**config.mk**
```make
export PLATFORM = sky130hd
export DESIGN_NAME = xform4_shared
export DESIGN_NICKNAME = d
export VERILOG_FILES = /design/src/rtl/xform_pkg.sv /design/src/rtl/xform_lane.sv /design/src/rtl/xform_stage.sv /design/src/rtl/xform_vpipe.sv /design/src/rtl/xform4_shared.sv
export SDC_FILE = /design/constraint.sdc
export NUM_CORES = 1
export LEC_CHECK = 0
export BUFFER_PORTS_ARGS = -buffer_cell sky130_fd_sc_hd__buf_2
export CORE_AREA = 5 5 171 173
export DETAILED_ROUTE_END_ITERATION = 10
export DIE_AREA = 0 0 176 178
export PLACE_DENSITY = 0.6
export REMOVE_ABC_BUFFERS = 1
export SYNTH_ARGS = -nofsm -noshare
export SYNTH_HDL_FRONTEND = slang
export SYNTH_SLANG_ARGS = --single-unit
```
**constraint.sdc**
```tcl
create_clock -name clk -period 2.73 [get_ports clk]
set_input_delay 0.546 -clock clk [delete_from_list [all_inputs] [get_ports clk]]
set_output_delay 0.546 -clock clk [all_outputs]
set_load 0.01 [all_outputs]
```
**src/rtl/xform_pkg.sv**
```systemverilog
package xform_pkg;

    localparam int LANES      = 4;
    localparam int MID_GROW   = 1;
    localparam int OUT_GROW   = 3;
    localparam int PIPE_DEPTH = 2;

    typedef enum logic {
        OP_ADD = 1'b0,
        OP_SUB = 1'b1
    } op_e;

    // One adder: a (+|-) (b shifted left by shl)
    typedef struct packed {
        logic [1:0] a;
        logic [1:0] b;
        op_e        op;
        logic       shl;
    } term_t;

    // First rank: shared pairwise terms
    function automatic term_t mid_term(input int k);
        term_t t;
        case (k)
            0:       t = '{a: 2'd0, b: 2'd3, op: OP_ADD, shl: 1'b0};
            1:       t = '{a: 2'd1, b: 2'd2, op: OP_SUB, shl: 1'b0};
            2:       t = '{a: 2'd1, b: 2'd2, op: OP_ADD, shl: 1'b0};
            default: t = '{a: 2'd0, b: 2'd3, op: OP_SUB, shl: 1'b0};
        endcase
        return t;
    endfunction

    // Second rank: rows built from the shared terms
    function automatic term_t out_term(input int k);
        term_t t;
        case (k)
            0:       t = '{a: 2'd0, b: 2'd2, op: OP_ADD, shl: 1'b0};
            1:       t = '{a: 2'd1, b: 2'd3, op: OP_ADD, shl: 1'b1};
            2:       t = '{a: 2'd0, b: 2'd2, op: OP_SUB, shl: 1'b0};
            default: t = '{a: 2'd3, b: 2'd1, op: OP_SUB, shl: 1'b1};
        endcase
        return t;
    endfunction

endpackage

```
**src/rtl/xform_lane.sv**
```systemverilog
module xform_lane #(
    parameter int             IW  = 8,
    parameter int             OW  = IW + 1,
    parameter xform_pkg::op_e OP  = xform_pkg::OP_ADD,
    parameter bit             SHL = 1'b0
) (
    input  logic                 clk,
    input  logic signed [IW-1:0] a,
    input  logic signed [IW-1:0] b,
    output logic signed [OW-1:0] q
);
    logic signed [OW-1:0] a_x;
    logic signed [OW-1:0] b_x;
    logic signed [OW-1:0] res;

    always_comb begin
        a_x = OW'(a);
        b_x = OW'(b);
        if (SHL) begin
            b_x = b_x <<< 1;
        end
        if (OP == xform_pkg::OP_SUB) begin
            res = a_x - b_x;
        end else begin
            res = a_x + b_x;
        end
    end

    always_ff @(posedge clk) begin
        q <= res;
    end
endmodule

```
**src/rtl/xform_stage.sv**
```systemverilog
module xform_stage #(
    parameter int IW     = 8,
    parameter int OW     = IW + 1,
    parameter bit SECOND = 1'b0
) (
    input  logic                 clk,
    input  logic signed [IW-1:0] v [xform_pkg::LANES],
    output logic signed [OW-1:0] q [xform_pkg::LANES]
);
    import xform_pkg::*;

    for (genvar k = 0; k < LANES; k++) begin : g_lane
        localparam term_t T = SECOND ? out_term(k) : mid_term(k);
        xform_lane #(
            .IW (IW),
            .OW (OW),
            .OP (T.op),
            .SHL(T.shl)
        ) u_lane (
            .clk(clk),
            .a  (v[T.a]),
            .b  (v[T.b]),
            .q  (q[k])
        );
    end
endmodule

```
**src/rtl/xform_vpipe.sv**
```systemverilog
module xform_vpipe #(
    parameter int DEPTH = 2
) (
    input  logic clk,
    input  logic rst,
    input  logic din,
    output logic dout
);
    logic [DEPTH-1:0] sr;

    always_ff @(posedge clk) begin
        if (rst) begin
            sr <= '0;
        end else begin
            sr[0] <= din;
            for (int i = 1; i < DEPTH; i++) begin
                sr[i] <= sr[i-1];
            end
        end
    end

    assign dout = sr[DEPTH-1];
endmodule

```
**src/rtl/xform4_shared.sv**
```systemverilog
module xform4_shared
    import xform_pkg::*;
#(
    parameter int W = 16
) (
    input  logic                  clk,
    input  logic                  rst,
    input  logic                  in_valid,
    input  logic signed [W-1:0]   x0,
    input  logic signed [W-1:0]   x1,
    input  logic signed [W-1:0]   x2,
    input  logic signed [W-1:0]   x3,
    output logic                  out_valid,
    output logic signed [W+2:0]   y0,
    output logic signed [W+2:0]   y1,
    output logic signed [W+2:0]   y2,
    output logic signed [W+2:0]   y3
);
    localparam int MW = W + MID_GROW;
    localparam int OW = W + OUT_GROW;

    logic signed [W-1:0]  x_vec [LANES];
    logic signed [MW-1:0] d_vec [LANES];
    logic signed [OW-1:0] y_vec [LANES];

    always_comb begin
        x_vec[0] = x0;
        x_vec[1] = x1;
        x_vec[2] = x2;
        x_vec[3] = x3;
    end

    xform_stage #(
        .IW    (W),
        .OW    (MW),
        .SECOND(1'b0)
    ) u_mid (
        .clk(clk),
        .v  (x_vec),
        .q  (d_vec)
    );

    xform_stage #(
        .IW    (MW),
        .OW    (OW),
        .SECOND(1'b1)
    ) u_out (
        .clk(clk),
        .v  (d_vec),
        .q  (y_vec)
    );

    xform_vpipe #(
        .DEPTH(PIPE_DEPTH)
    ) u_vld (
        .clk (clk),
        .rst (rst),
        .din (in_valid),
        .dout(out_valid)
    );

    assign y0 = y_vec[0];
    assign y1 = y_vec[1];
    assign y2 = y_vec[2];
    assign y3 = y_vec[3];
endmodule

```
==> flow_summary.toml, run 1 <==
[outcome]
status = "completed"

[synthesis]
synthArstFlopShare_pct = 0
ys_types = 78
synth_top_area_cell = "dfxtp_1"
postSynthCellCount = 1110
synth_area_um2 = 9502
synth.most_common_cell = "dfxtp_1"
syn_area_per_cell_um2 = 8.560
ys_ff_latch = 141
synth-seq-area-share_pct = 29.71
synth_flop_cell = "dfxtp_1"
synth_top_area_share_pct = 29.71
yosysWarnings = 0
synth_edf_count = 0
netlist_top_cells_count = "dfxtp_1, ha_1, inv_1"
synth_area_leaders = "dfxtp_1, ha_1, xnor2_1, inv_1, a21oi_1"

[power]
powerDensity_nw_per_um2 = 930.8
switching_power_uw = 4120
combPwrFrac_pct = 47.6
vdd_drop_max_uv = 422.4
p_int_uw = 6384
leakage_uw = 0.005349
seqPwrFrac_pct = 30.0
clockPowerShare_pct = 22.5
finalPower_uw = 10500
switching_share_pct = 39.22

[worst_setup_path]
path_cells = "ha_1 > fa_1 > nand2b_4 > a221oi_2 > o21a_1 > a211oi_2 > o31ai_4 > or4_1 > nand3_1"
cp_max_fo = 4
path_class = "register to register"
critPathLaunchType = "register"
crit_path_max_incr_delay_ps = 460
r2r-start = "u_mid.g_lane[0].u_lane.q[0]"
cp-startpoint = "u_mid.g_lane[0].u_lane.q[0]"
arrival_ps = 2900
end_kind = "register"
worstPathRequired_ps = 3090
cpMaxStageDelayCell = "fa_1"

[die]
row_count = 61
design.portCount = 144
die_w_um = 176
die-area_um2 = 31330
die_y_um = 178
core_um2 = 27480
start_util_pct = 34.58

[grt]
use_met1_pct = 18.62
grt-ovfl-total = 0
track_usage_pct = 15.14
grt_pass1_vias = 7798
grt_max_degree = 17
grt_antenna_before_repair = 2
grt_use_met2_pct = 26.31
grt_pass1_wl_mm = 37.89
use_met3_pct = 2.925
grt.busiest_layer = "met2"

[final_layout]
drive_gt1_share_pct = 17.59
post-route-util_pct = 41.07
synthToLayoutAreaGrowth_pct = 18.77
nNetsFinal = 1473
final_area_um2 = 11280

[clock_network]
cts_buffers = 17
insertion_delay_ps = 430
clk_path_buf_depth = 2
cts_resized = 0
cts_hold_buf = 0
clk_pin_slew_worst_paths_ps = 60
h-tree-depth = 4
cts_tree = "built"
cts_root_buf = "clkbuf_16"
cts_setup_buffers = 0
clock_sinks = 141

[placed_design]
port_buffers = 143
place_area_um2 = 10670
dp_hpwl_mm = 19.93
gp_congestion = 0.8723

[sta]
finalHoldViolations = 0
fin_crit_ps = 2538
fmax_mhz = 394.0
finClkSkew_ps = 16.09
rsz0062_at_grt = "false"
min_period_over_period_pct = 92.96
slew_headroom_pct = 62.06
worst_pin_slew_ps = 569.1
setup_violations = 0
slew_viol_final = 0

[routing]
drtIter0Drc = 366
drt-vias-per-instance = 4.854
post_drt_wl_per_cell_um = 14.79
drt-total-wl_mm = 24.06
drtPass1Iterations = 4
drc = 0
final_antenna_net_count = 0
dr_total_vias = 7898

[min_path]
hp-start = "rst"
hp-class = "primary input to register"

[run]
maxCapViolCount = 0
## per-stage QoR
step                      hold WS (ps)  setup TNS, ps  cells  worst slack, ps
after detailed placement         394.8        -0.4399   1593          -0.4399
after floorplan                  371.8              0   1076            331.6
after global placement           386.1              0   1593            54.20
final                            286.2              0   1627            192.2
after global routing             284.4              0   1627            56.48
after CTS                        268.6              0   1625            163.6
## registers in the layout (all words and copies together) (netlist names)
register / cells
u_vld.sr: 2
u_mid.g_lane.u_lane.q: 66
u_out.g_lane.u_lane.q: 73
## critical path: cells and delay by family, from the launching register on
kind            cells  cell delay, ps
fa+ha+maj           2             720
simple gates        3             610
flops               1             340
compound gates      4             820
## power groups by stage
stage	sequential, uW	clock (uW)	combinational [uW]
floorplan	3420	0	3160
global route	3240	2510	5580
global placement	3200	0	4970
detailed placement	3210	0	5020
CTS	3170	2430	5040
finish	3150	2360	5000
## final timing paths
kind	to	slack [ps]	cells past startpoint
setup reg to reg	u_out.g_lane[0].u_lane.q[16]	190	9
setup / recovery	u_out.g_lane[0].u_lane.q[16]	190	9
hold / removal	u_vld.sr[1]	290	2
hold reg to reg	u_out.g_lane[3].u_lane.q[0]	400	0
## routing by layer
| metal | up-vias | routed length, um |
|---|---|---|
| li1 | 4155 | - |
| met5 | - | 0 |
| met4 | 0 | 509 |
| met1 | 3560 | 10870 |
| met3 | 29 | 979 |
| met2 | 154 | 11690 |
## kinds of logic after synthesis
family	count (synthesis)	share of synthesized area [%]
compound gates	273	19.58
simple gates	299	15.76
fa+ha+maj	140	19.07
mux	5	0.5268
xor+xnor	90	8.296
buf+inv	162	7.058
flops	141	29.71
## layout by cell type (no fill, tap or decap), types with 10 or more instances in the layout
cell type | synthesis | final
nor3_1 | 36 | 36
a31oi_1 | 10 | 10
nor2_1 | 94 | 94
dfxtp_1 | 141 | 141
nand2b_1 | 17 | 17
nor2b_1 | 30 | 30
a21oi_1 | 83 | 83
nand3_1 | 22 | 22
clkbuf_16 | 0 | 17
buf_2 | 5 | 143
buf_4 | 7 | 28
o21ai_1 | 23 | 23
o21a_1 | 19 | 19
nand2_1 | 47 | 47
inv_1 | 124 | 124
o21ai_0 | 22 | 22
o21bai_1 | 16 | 16
ha_1 | 132 | 132
o31ai_1 | 10 | 10
xnor2_1 | 73 | 73
a21o_1 | 16 | 16
xor2_1 | 17 | 17
## cell type report
type                            count  area (um2)
Multi-Input combinational cell    807        6015
Timing Repair Buffer              171       925.9
Clock inverter                     15       177.7
Inverter                          128       480.5
Antenna cell                        2       5.005
Clock buffer                       17       425.4
Fill cell                        2782       16190
Sequential cell                   141        2823
Tap cell                          346       432.9
(Power assumes the default switching activity.)
==> inputs of run 2 (changes only) <==
- CORE_AREA: 5 5 171 173 -> 5 5 161 163
- DIE_AREA: 0 0 176 178 -> 0 0 166 168
- PLACE_DENSITY: 0.6 -> 0.66
==> run 2 against run 1 <==
  * First-iteration DRC count decreased by 17%
  * Worst setup slack got worse by 45 ps
  * Combinational power decreased by 1%
  * Hold slack got worse by 1.0 ps
  * Routed wire length fell by 3.3%
  * Non-clock buffer count down 5
  * Clock skew is 4.6 ps lower
==> flow_summary.toml, run 2 (synthesized netlist as in run 1, its figures left out) <==
[clock_network]
cts_hold_buf = 0
cts_resized = 0
cts_setup_buffers = 0
clk_pin_slew_worst_paths_ps = 70
clk_path_buf_depth = 2
h-tree-depth = 4
insertion_delay_ps = 430
cts_tree = "built"
cts_buffers = 17
clock_sinks = 141
cts_root_buf = "clkbuf_16"

[worst_setup_path]
r2r_cells = 10
end_kind = "register"
reg2reg_to = "u_out.g_lane[3].u_lane.q[17]"
cp_max_fo = 4
arrival_ps = 2930
critPathLaunchType = "register"
r2r-start = "u_mid.g_lane[1].u_lane.q[0]"
path_class = "register to register"
worstPathRequired_ps = 3080
r2r_setup_slack_ps = 150

[final_layout]
largest_registers = "u_out.g_lane.u_lane.q x73, u_mid.g_lane.u_lane.q x66, u_vld.sr x2"
drive_gt1_share_pct = 17.19
most-common-layout-cells = "buf_2, dfxtp_1, ha_1"
final_common_cell = "buf_2"
nNetsFinal = 1468
top_register = "u_out.g_lane.u_lane.q"
largest_reg_flops = 73
fillerInstances = 2336
synthToLayoutAreaGrowth_pct = 17.72

[grt]
track_usage_pct = 16.48
grt_pass1_wl_mm = 37.67
grt_pass1_vias = 7853
grt-ovfl-total = 0
grt_max_degree = 17
grt_antenna_before_repair = 4

[routing]
post_drt_wl_per_cell_um = 14.54
dr_total_vias = 7999
final_antenna_net_count = 0
drtIter0Drc = 305
drt-vias-per-instance = 4.999
drt-total-wl_mm = 23.27
drtPass1Iterations = 5
drc = 0

[sta]
slew_viol_final = 0
slew_headroom_pct = 61.41
fin_ws_ps = 147.1
fin_crit_ps = 2583
finClkSkew_ps = 11.48
setup_violations = 0
finalHoldViolations = 0
finalSetupTns_ps = 0
rsz0062_at_grt = "false"
fmax_mhz = 387.2
worst_pin_slew_ps = 578.9
min_period_over_period_pct = 94.61

[power]
vdd_drop_max_uv = 467.4
leakage_uw = 0.005313
powerDensity_nw_per_um2 = 925.0

[die]
die-area_um2 = 27890
design.portCount = 144
die_y_um = 168
core_um2 = 24180
die_w_um = 166
row_count = 57
start_util_pct = 39.30

[placed_design]
gp_congestion = 0.8826
port_buffers = 143
dp_hpwl_mm = 18.97
pre_cts_slack_ps = 12.07

[min_path]
hp-class = "primary input to register"
hp-start = "rst"
min_to = "u_vld.sr[0]"
hold_depth = 2

[outcome]
status = "completed"

[run]
maxCapViolCount = 0
==> run 2: worst max path at each step <==
stage,depth (start not counted),slack [ps],endpoint,start
finish,10,150,u_out.g_lane[3].u_lane.q[17],u_mid.g_lane[1].u_lane.q[0]
global route,10,0.3,u_out.g_lane[1].u_lane.q[15],u_mid.g_lane[0].u_lane.q[0]
CTS,9,170,u_out.g_lane[0].u_lane.q[16],u_mid.g_lane[0].u_lane.q[0]
detailed placement,10,10,u_mid.g_lane[2].u_lane.q[15],x2[1]
global placement,10,80,u_mid.g_lane[0].u_lane.q[14],x0[0]
floorplan,10,330,u_mid.g_lane[3].u_lane.q[10],x0[0]
==> run 2: cell type report <==
class | instances | area, um2 | area share, %
Multi-Input combinational cell | 807 | 6008 | 53.71
Sequential cell | 141 | 2823 | 25.23
Timing Repair Buffer | 166 | 888.4 | 7.942
Inverter | 128 | 480.5 | 4.295
Clock buffer | 17 | 425.4 | 3.803
Tap cell | 324 | 405.4 | 3.624
Clock inverter | 15 | 150.1 | 1.342
Antenna cell | 2 | 5.005 | 0.04474
==> run 2: layer usage <==
layer	up-vias	track usage, %	wire [um]
met5	-	0	0
met4	0	5.811	518
met3	34	3.095	1015
met2	175	29.08	11230
met1	3638	20.14	10500
li1	4152	-	-
==> run 2: worst max-delay path: stages, from the launching register on <==
cell and delay (ps):
dfxtp_1 400, ha_1 200, inv_1 60, fa_1 390, a21o_1 200, a21oi_1 280, o21ai_1 150, o2111ai_1 330
o31ai_1 140, a21oi_1 210, xnor2_1 140
==> run 2: metrics by stage <==
stage | hold slack [ps] | cell area [um2] | cells | power [uW] | utilization (%)
floorplan | 371.8 | 9311 | 1076 | 6582 | -
detailed placement | 396.4 | 10610 | 1566 | 8141 | 43.86
CTS | 262.3 | 11180 | 1598 | 10460 | 46.25
finish | 285.2 | 11190 | 1600 | 10350 | 46.27
global placement | 389.8 | 10610 | 1566 | 8096 | 43.86
global route | 272.1 | 11190 | 1600 | 11170 | 46.27
==> run 2: report_power, final <==
group	switching (uW)	internal, uW
logic	2800	2140
registers	311	2850
clock network	959	1280
total	4070	6270
